## config.mk

```make
export PLATFORM = sky130hd
export DESIGN_NAME = wfi_standby_ctrl
export DESIGN_NICKNAME = d
export VERILOG_FILES = /design/src/rtl/wfi_pkg.sv /design/src/rtl/wfi_wake_sync.sv /design/src/rtl/wfi_power_fsm.sv /design/src/rtl/wfi_standby_ctrl.sv
export SDC_FILE = /design/constraint.sdc
export NUM_CORES = 1
export LEC_CHECK = 0
export BUFFER_PORTS_ARGS = -buffer_cell sky130_fd_sc_hd__buf_4
export CORE_AREA = 10 10 47 49
export CTS_BUF_LIST = sky130_fd_sc_hd__clkbuf_8
export CTS_CLUSTER_DIAMETER = 100
export DETAILED_ROUTE_END_ITERATION = 10
export DIE_AREA = 0 0 57 59
export PLACE_DENSITY = 0.43
export REMOVE_ABC_BUFFERS = 1
export SLEW_MARGIN = 20
export SYNTH_ARGS = -nofsm -noshare
export SYNTH_HDL_FRONTEND = slang
export SYNTH_SLANG_ARGS = --single-unit
```

## constraint.sdc

```tcl
create_clock -name clk_i -period 1.2 [get_ports clk_i]
set_clock_uncertainty 0.2 [all_clocks]
set_input_delay 0.06 -clock clk_i [delete_from_list [all_inputs] [get_ports clk_i]]
set_output_delay 0.06 -clock clk_i [all_outputs]
set_load 0.01 [all_outputs]
```

## src/rtl/wfi_pkg.sv

```systemverilog
package wfi_pkg;
  typedef enum logic [1:0] {
    PWR_RUN     = 2'b00,
    PWR_DRAIN   = 2'b01,
    PWR_GATE    = 2'b10,
    PWR_STANDBY = 2'b11
  } pwr_state_e;
endpackage

```

## src/rtl/wfi_wake_sync.sv

```systemverilog
module wfi_wake_sync #(
  parameter int WIDTH  = 2,
  parameter int STAGES = 2
) (
  input  logic             clk_i,
  input  logic             rst_n,
  input  logic [WIDTH-1:0] async_i,
  output logic [WIDTH-1:0] sync_o
);
  logic [WIDTH-1:0] stage_q [STAGES];

  generate
    for (genvar s = 0; s < STAGES; s++) begin : g_stage
      always_ff @(posedge clk_i or negedge rst_n) begin
        if (!rst_n) begin
          stage_q[s] <= '0;
        end else begin
          if (s == 0) stage_q[s] <= async_i;
          else        stage_q[s] <= stage_q[(s == 0) ? 0 : s-1];
        end
      end
    end
  endgenerate

  assign sync_o = stage_q[STAGES-1];
endmodule

```

## src/rtl/wfi_power_fsm.sv

```systemverilog
module wfi_power_fsm
  import wfi_pkg::*;
(
  input  logic       clk_i,
  input  logic       rst_n,
  input  logic       wfi_req_i,
  input  logic       mem_busy_i,
  input  logic       dma_busy_i,
  input  logic       dma_err_i,
  input  logic       wake_i,
  output pwr_state_e state_o,
  output logic       core_clk_en_o,
  output logic       standby_o
);
  pwr_state_e state_q, state_d;
  logic       drained;

  assign drained = !mem_busy_i && !dma_busy_i;

  always_comb begin
    state_d = state_q;
    unique case (state_q)
      PWR_RUN:     if (wfi_req_i) state_d = PWR_DRAIN;
      PWR_DRAIN: begin
        if (dma_err_i)    state_d = PWR_RUN;
        else if (drained) state_d = PWR_GATE;
      end
      PWR_GATE:    state_d = dma_err_i ? PWR_RUN : PWR_STANDBY;
      PWR_STANDBY: if (wake_i) state_d = PWR_RUN;
      default:     state_d = PWR_RUN;
    endcase
  end

  always_ff @(posedge clk_i or negedge rst_n) begin
    if (!rst_n) state_q <= PWR_RUN;
    else        state_q <= state_d;
  end

  // Clock stays on while running or draining; the flag follows one state later.
  assign core_clk_en_o = (state_q == PWR_RUN) || (state_q == PWR_DRAIN);
  assign standby_o     = (state_q == PWR_STANDBY);
  assign state_o       = state_q;
endmodule

```

## src/rtl/wfi_standby_ctrl.sv

```systemverilog
module wfi_standby_ctrl
  import wfi_pkg::*;
#(
  parameter int NUM_IRQ     = 8,
  parameter int SYNC_STAGES = 2
) (
  input  logic               clk_i,
  input  logic               rst_n,
  input  logic               wfi_req_i,
  input  logic               mem_busy_i,
  input  logic               dma_busy_i,
  input  logic               dma_err_i,
  input  logic [NUM_IRQ-1:0] irq_i,
  input  logic               dbg_req_i,
  input  logic               dbg_en_i,
  output logic               core_clk_en_o,
  output logic               dbg_clk_en_o,
  output logic               standby_o
);
  localparam int WAKE_SRCS = 2;
  localparam int SRC_IRQ   = 0;
  localparam int SRC_DBG   = 1;

  logic [WAKE_SRCS-1:0] wake_raw, wake_sync;
  logic                 wake;
  pwr_state_e           state_q;

  // Interrupts are taken before any mask, so one OR covers every line.
  assign wake_raw[SRC_IRQ] = |irq_i;
  assign wake_raw[SRC_DBG] = dbg_req_i;

  wfi_wake_sync #(
    .WIDTH  (WAKE_SRCS),
    .STAGES (SYNC_STAGES)
  ) u_sync (
    .clk_i   (clk_i),
    .rst_n   (rst_n),
    .async_i (wake_raw),
    .sync_o  (wake_sync)
  );

  assign wake = wake_sync[SRC_IRQ] || (wake_sync[SRC_DBG] && dbg_en_i);

  wfi_power_fsm u_fsm (
    .clk_i         (clk_i),
    .rst_n         (rst_n),
    .wfi_req_i     (wfi_req_i),
    .mem_busy_i    (mem_busy_i),
    .dma_busy_i    (dma_busy_i),
    .dma_err_i     (dma_err_i),
    .wake_i        (wake),
    .state_o       (state_q),
    .core_clk_en_o (core_clk_en_o),
    .standby_o     (standby_o)
  );

  assign dbg_clk_en_o = 1'b1;
endmodule

```

==> metrics.txt, run 1 <==
status finished, final reports clean; fmax between 800 and 900 MHz; Synth Area per Inst 10.6 µm²; Hold Crit Start irq_i[6]; Startpoint Class input pin; total number of vias around 280; global-route wire length before repair between 1.5 and 2 mm; DRC 0; M3 GR Usage under 10%; initial antenna violation count 0; setup TNS 0 ns; Fillers roughly 140; Routed Antenna Nets 0; layout cells sized above 1 around 41%; max-cap violations 0; grt total ovfl 0; WL/cell around 12 µm; root buf cell clkbuf_8; CP arrival about 1.1 ns; DP Wirelength 676 µm; worst skew pair latency 0.22 ns; GR Util All Layers around 5.7%; met2 Use GR roughly 9.1%; CP cell instances dlygate4sd3_1 > buf_4 > nor4_2 > nand2_1; flop-to-flop setup slack around 0.11 ns; vias in the first global route 346; CTS max path bufs 2; number of I/O port buffers 17; area grow syn2layout 140%; Boundary Pins 19; Reg2Reg Capture Point u_fsm.state_o[0]; mux contribution to synthesized area 0%; htree depth 1; power per cell area 1340 nW/µm²; row count 14; Setup Crit Path Kind in -> reg; Post-Synth Simple-Gate Area roughly a fifth; Hold Crit Class in -> reg; Critical Path RT approximately 1.1 ns; Die Span Y between 50 and 60 µm; largest net degree at the start of global routing 7; Reg2Reg Launch Point u_fsm.state_o[0]; Final setup viols 0; Top Family by Delay on Critical Path buffers and inverters; n_diodes 0; slowest stage delay, CP 0.53 ns; commonest non-fill, non-tap cells in the layout 16 x buf_4, 13 x dlygate4sd3_1, 6 x dfrtp_1; Final Max Slew Viols 0; Initial Utilization around 17%; minimum clock period roughly 1.2 ns; Nets 74; most common cell after layout, fill and taps aside buf_4; count of warnings emitted by yosys 0; Synth cell types 14; Pre-antenna DRT Iters 3; worst-path maximum fanout 1; CTS tree yes; Routed WL roughly 860 µm; Worst Hold End u_sync.stage_q[2]; sequential fraction of the synthesis area around three fifths; worst hold stages 4; Post-Syn Area about 240 µm²; setup bufs post-CTS 0; Yosys reg bits 6; Worst R2R Path Depth 3; routed vias/inst 3.92; Setup WS pre-CTS around 0.06 ns; CTS buffer count 3; Top Usage Layer GRT met2; CP max-delay cell dlygate4sd3_1; share of the clock period used by the worst path approximately 98%; Final Hold Fails 0; routability cong. approximately 0.73; Post-Synth Adder-Cell Area 0%; Static Leak 0.000269 µW; count of buffer and inverter cells on the critical path 2; Sinks on Clock Net 6; Die Width about 57 µm; compound-cell area share of the yosys netlist roughly an eighth; DR iter-0 viols 3; Setup crit end kind flop; cell count after synthesis 23; register clock-pin slew on the reported worst setup and hold paths around 0.030 ns; die area between 3000 and 4000 µm²; Post-Synth XOR/XNOR Area 0%; met1 Use GR 5.69%; setup ws final 0.0212 ns; main combinational cell family by area after synthesis simple AND/OR/NAND/NOR gates; Core ar. between 1000 and 1500 µm²; Peak supply drop between 0.0006 and 0.0007 V
## cells by family (layout without fill, tap and decap cells)
group | Yosys count | count (layout)
buffers and inverters | 2 | 35
AO/OA/AOI/OAI | 6 | 6
AND/OR/NAND/NOR | 8 | 8
other | 1 | 1
flip-flops | 6 | 6
## report_power, final
group	switching, µW	total [µW]	internal, µW
Combinational	85.6	222	137
Clock	77.7	292	215
Sequential	26.8	264	237
Total	190	778	588
## worst register-to-register path: cells and delay by family, from the launching register on
| family | cells | cell delay [ns] |
|---|---|---|
| flops | 1 | 0.39 |
| compound gates | 3 | 0.42 |
## routing by layer
layer / up-vias / wire length (µm)
met2: 18 / 422
met4: 0 / 0
met3: 0 / 103
li1: 143 / -
met5: - / 0
met1: 121 / 338
## Yosys cell counts
library cell  number  area (µm²)
conb_1             1        3.75
nand2_1            1        3.75
a31oi_1            1        6.26
inv_1              1        3.75
nand2b_2           1        8.76
nor4_1             2        12.5
nor2_1             2        7.51
buf_4              1        7.51
o21ai_0            1        5.00
dfrtp_1            6         150
and2_1             1        6.26
and2b_1            1        7.51
a21oi_1            3        15.0
o21ai_1            1        5.00
## how the worst max path moves through the flow
| stage | startpoint | endpoint | depth (start not counted) | slack (ns) |
|---|---|---|---|---|
| after floorplan | u_fsm.state_o[0] | u_fsm.state_o[1] | 3 | 0.17 |
| after global placement | u_fsm.state_o[0] | u_fsm.state_o[1] | 3 | 0.15 |
| after detailed placement | u_fsm.state_o[0] | u_fsm.state_o[0] | 3 | 0.06 |
| after CTS | u_fsm.state_o[0] | standby_o | 2 | 0.007 |
| after global routing | irq_i[1] | u_sync.stage_q[2] | 4 | -0.03 |
| final | irq_i[1] | u_sync.stage_q[2] | 4 | 0.02 |
## per-stage QoR
stage / hold WS (ns) / area, µm² / util, % / cells / total power (µW)
6_report: 0.0334 / 583 / 41.6 / 72 / 778
5_1_grt: 0.0610 / 583 / 41.6 / 72 / 837
4_1_cts: 0.0637 / 564 / 40.3 / 72 / 784
3_5_place_dp: -0.327 / 383 / 27.3 / 55 / 444
3_3_place_gp: -0.329 / 383 / 27.3 / 55 / 431
2_1_floorplan: -0.436 / 235 / - / 22 / 345
## cell type report
type / count / area, µm² / area share, %
multi-input combinational: 15 / 93.8 / 16.1
sequential: 6 / 150 / 25.8
timing repair buffer: 31 / 274 / 47.0
tap: 16 / 20.0 / 3.43
clock buffer: 3 / 41.3 / 7.08
inverter: 1 / 3.75 / 0.644
## state kept, by name, summed over array words and instances, names as in the netlist
register and flops:
u_fsm.state_o 2, u_sync.stage_q 2, u_sync.sync_o 2
## repair_timing
item                                    in CTS  in global routing
endpoints found under the setup margin       0                  3
endpoints found under the hold margin       10                  0
hold buffers                                14                  0
resized for setup                            0                  5
No activity file was read; power rests on OpenSTA's default activity.
==> run 2: changes to the inputs <==
- PLACE_DENSITY: 0.43 -> unset
- PLACE_DENSITY_LB_ADDON: unset -> 0.05
==> run 2 against run 1 <==
Effect of this change: final cell count unchanged; non-clock buffer count unchanged; clock power about the same; via count increased by 4.3%; first-iteration DRC count decreased by 100%; die area unchanged.
==> metrics.txt, run 2 (synthesis gave the netlist of run 1 again) <==
Pre-antenna DRT Iters 1 (-2); Sinks on Clock Net 6 (unchanged); layout cells sized above 1 42.9% (+1.8 points); CP cell instances dlygate4sd3_1 > buf_4 > nor4_4 > nand2_1; worst skew pair latency 0.22 ns (about the same); Top Family by Delay on Critical Path buffers and inverters; Setup Crit Path Kind in -> reg; Worst R2R Path Depth 3 (unchanged); most common cell after layout, fill and taps aside buf_4; routed vias/inst 4.08 (+4.3%); Startpoint Class input pin; CTS buffer count 3 (unchanged); Boundary Pins 19 (unchanged); Hold Crit Start dma_err_i; setup bufs post-CTS 0 (unchanged); CP max-delay cell dlygate4sd3_1; Setup crit end kind flop; Final Max Slew Viols 0 (unchanged); Hold Crit Class in -> reg; routability cong. 0.561 (-23%); WL/cell 12.7 µm (+5.4%); Final setup viols 0 (unchanged); total number of vias 294 (+4.3%); Initial Utilization 17.3% (unchanged); fmax 848 MHz (about the same); Critical Path RT 1.09 ns (about the same); global-route wire length before repair 1.52 mm (+0.93%); GR Util All Layers 5.89% (+0.24 points); RSZ-0062 raised after global routing no; CTS tree yes; CP arrival 1.07 ns (about the same); CTS max path bufs 2 (unchanged); Core ar. 1400 µm² (unchanged); total power 805 µW (+3.4%); die area 3360 µm² (unchanged); power per cell area 1360 nW/µm² (+1.7%); root buf cell clkbuf_8; register clock-pin slew on the reported worst setup and hold paths 0.03 ns (about the same); status finished, final reports clean; flop-to-flop setup slack 0.09 ns (-0.02 ns); share of the clock period used by the worst path 98.2% (about the same); largest net degree at the start of global routing 7 (unchanged); setup TNS 0 ns (unchanged); worst hold stages 4 (unchanged); Reg2Reg Capture Point u_fsm.state_o[1]; Worst Hold End u_fsm.state_o[1]; initial antenna violation count 0 (unchanged); Nets 74 (unchanged); minimum clock period 1.18 ns (+0.000104 ns); DR iter-0 viols 0 (-3); design area 593 µm² (+1.7%); vias in the first global route 380 (+9.8%); Die Span Y 59 µm (unchanged); DRC 0 (unchanged); area grow syn2layout 144%; n_diodes 0 (unchanged); number of I/O port buffers 17 (unchanged); final std cells w/o fill 72 (unchanged); dpl cells 55 (unchanged); Placement Cell Area 383 µm² (unchanged); Static Leak 0.000263 µW (-2.5%); Reg2Reg Launch Point u_fsm.state_o[0]; htree depth 1 (unchanged); Final Core Density 42.3% (+0.71 points); count of buffer and inverter cells on the critical path 2 (unchanged); grt total ovfl 0 (unchanged); Final Hold Fails 0 (unchanged); Routed WL 911 µm (+5.4%); Routed Antenna Nets 0 (unchanged); slowest stage delay, CP 0.54 ns (about the same); DP Wirelength 659 µm (-2.5%); worst-path maximum fanout 1 (unchanged); row count 14 (unchanged); Peak supply drop 0.000526 V (-16%); Die Width 57 µm (unchanged); max-cap violations 0 (unchanged); commonest non-fill, non-tap cells in the layout 16 x buf_4, 14 x dlygate4sd3_1, 6 x dfrtp_1
[run 2: cell count changes in the layout (fill, tap and decap cells not counted), sizes merged]
cell and change:
dlygate4sd3 +1, dlymetal6s4s -1
[run 2: worst max-delay path by stage]
stage | from | to | cells past startpoint | slack, ns
floorplan | u_fsm.state_o[0] | u_fsm.state_o[1] | 3 | 0.17
global placement | u_sync.sync_o[1] | u_fsm.state_o[0] | 3 | 0.13
detailed placement | u_fsm.state_o[0] | u_fsm.state_o[0] | 3 | 0.12
CTS | u_fsm.state_o[0] | standby_o | 2 | 0.01
global route | irq_i[1] | u_sync.stage_q[2] | 4 | 0.0006
finish | irq_i[1] | u_sync.stage_q[2] | 4 | 0.02
[run 2: worst reg2reg max path, delay by kind of cell, from the launching register on]
| kind | cells | cell delay (ns) |
|---|---|---|
| flip-flops | 1 | 0.39 |
| AND/OR/NAND/NOR | 2 | 0.24 |
| AO/OA/AOI/OAI | 1 | 0.15 |
[run 2: per-stage QoR]
stage	hold WS, ns	setup WS [ns]
after CTS	0.0343	0.0110
final	0.0632	0.0211
after detailed placement	-0.330	0.116
after global placement	-0.327	0.132
after floorplan	-0.436	0.171
after global routing	0.100	0.000599
[run 2: layout make-up]
class,count,area [µm²]
timing repair buffer,31,272
inverter,1,3.75
multi-input combinational,15,106
fill,144,808
tap,16,20.0
sequential,6,150
clock buffer,3,41.3
[run 2: routing by layer]
layer / global-route usage [%] / vias to the layer above / share of wire, %
met3: 2.36 / 2 / 6.1
met5: 0 / - / 0
met4: 5.03 / 0 / 0.88
met1: 4.67 / 137 / 32
met2: 11.0 / 12 / 61
li1: - / 143 / -
[run 2: repair_timing]
action / CTS / global route
gates resized for setup: 0 / 6
hold buffers: 14 / 0
endpoints found under the setup margin: 0 / 3
endpoints found under the hold margin: 10 / 0
[run 2: power by group]
part | internal [µW] | leakage [µW] | switching, µW
registers | 237 | 0.0000658 | 29.6
clock network | 215 | 0.0000216 | 79.1
logic | 145 | 0.000175 | 99.0
total | 597 | 0.000263 | 208
==> run 3: changes to the inputs <==
- REMOVE_ABC_BUFFERS: 1 -> unset
==> run 3 against run 2 <==
Effect of this change: global-route usage is 0.49 points lower; largest cell class unchanged; final cell count stayed put; die area stayed put; critical path type unchanged.
==> metrics.txt, run 3 (synthesis gave the netlist of run 1 again) <==
status finished, final reports clean; Peak supply drop 0.000567 V (+7.8%); WL/cell 12.2 µm (-3.5%); number of I/O port buffers 17 (unchanged); fmax 855 MHz (+0.85%); dpl cells 55 (unchanged); total number of vias 279 (-5.1%); Sinks on Clock Net 6 (unchanged); Placement Cell Area 383 µm² (unchanged); Final Max Slew Viols 0 (unchanged); CP arrival 1.07 ns (about the same); setup bufs post-CTS 0 (unchanged); share of the clock period used by the worst path 97.4% (-0.83 points); Nets 74 (unchanged); Fillers 145 (+0.69%); final hold slack 0.0712 ns (+0.00796 ns); Core ar. 1400 µm² (unchanged); Startpoint Class input pin; die area 3360 µm² (unchanged); worst skew pair latency 0.22 ns (about the same); n_diodes 0 (unchanged); vias in the first global route 355 (-6.6%); area grow syn2layout 141%; row count 14 (unchanged); most common cell after layout, fill and taps aside buf_4; setup TNS 0 ns (unchanged); Routed Antenna Nets 0 (unchanged); worst-path maximum fanout 1 (unchanged); CTS tree yes; root buf cell clkbuf_8; grt total ovfl 0 (unchanged); Initial Utilization 17.3% (unchanged); Die Width 57 µm (unchanged); Static Leak 0.000263 µW (+0.17%); flip-flop and latch area 150 µm² (unchanged); htree depth 1 (unchanged); final std cells w/o fill 72 (unchanged); Final setup viols 0 (unchanged); largest net degree at the start of global routing 7 (unchanged); Die Span Y 59 µm (unchanged); flop-to-flop setup slack 0.12 ns (+0.03 ns); initial antenna violation count 0 (unchanged); Hold Crit Class in -> reg; Setup crit end kind flop; Critical Path RT 1.10 ns (about the same); max-cap violations 0 (unchanged); routability cong. 0.742 (+32%); Setup Crit Path Kind in -> reg; Pre-antenna DRT Iters 1 (unchanged); RSZ-0062 raised after global routing no; power per cell area 1350 nW/µm² (-0.43%); GR Util All Layers 5.40% (-0.49 points); Routed WL 879 µm (-3.5%); layout cells sized above 1 41.1% (-1.8 points); design area 586 µm² (-1.3%); CTS buffer count 3 (unchanged); global-route wire length before repair 1.39 mm (-8.2%); DR iter-0 viols 0 (unchanged); routed vias/inst 3.88 (-5.1%); Boundary Pins 19 (unchanged); minimum clock period 1.17 ns (-0.00997 ns); DRC 0 (unchanged); area taken by multi-input logic gates 98.8 µm² (-7.1%); Synthesized Nets 39; register clock-pin slew on the reported worst setup and hold paths 0.04 ns (about the same); CTS max path bufs 2 (unchanged); commonest non-fill, non-tap cells in the layout 16 x buf_4, 14 x dlygate4sd3_1, 6 x dfrtp_1; Final Hold Fails 0 (unchanged)
## run 3: cell counts in the layout (fill, tap and decap cells not counted)
No cell type changed its count.
## run 3: worst paths after layout
kind | from | end | depth (start not counted)
worst min register to register | u_sync.stage_q[3] | u_sync.sync_o[1] | 0
min in group asynchronous | rst_n | u_sync.sync_o[0] | 3
worst min-delay path | dma_err_i | u_fsm.state_o[1] | 4
worst max-delay path | irq_i[1] | u_sync.stage_q[2] | 4
worst max register to register | u_fsm.state_o[0] | u_fsm.state_o[0] | 3
max in group asynchronous | rst_n | u_fsm.state_o[0] | 3
## run 3: critical path, cell delays in order
cell and delay, ns:
dlygate4sd3_1 0.54, buf_4 0.13, nor4_1 0.26, nand2_1 0.08
## run 3: where the power goes
part	total, µW	internal, µW	leakage (µW)	switching, µW
clock	296	215	0.0000216	81.2
combinational	227	143	0.000176	84.7
sequential	268	237	0.0000658	31.0
## run 3: area by class of cell
cell class | instances | share of cell area, %
Clock buffer | 3 | 7.05
Timing Repair Buffer | 31 | 46.4
Sequential cell | 6 | 25.6
Tap cell | 16 | 3.42
Inverter | 1 | 0.641
Multi-Input combinational cell | 15 | 16.9
## run 3: stage by stage
step                power [µW]  setup slack [ns]  util, %
floorplan                  347             0.171        -
global placement           435             0.139     27.3
detailed placement         442             0.120     27.3
CTS                        781            0.0142     40.3
global route               851           0.00236     41.8
finish                     792            0.0311     41.8
## run 3: routing by layer
layer | wire [µm] | global-route usage [%]
met1 | 325 | 4.49
met2 | 450 | 9.61
met3 | 102 | 3.43
met4 | 0 | 3.02
met5 | 0 | 0
## run 3: what timing repair did
action	CTS	global route
resized for setup	0	4
endpoints found under the hold margin	10	0
endpoints found under the setup margin	0	2
hold buffers	14	0
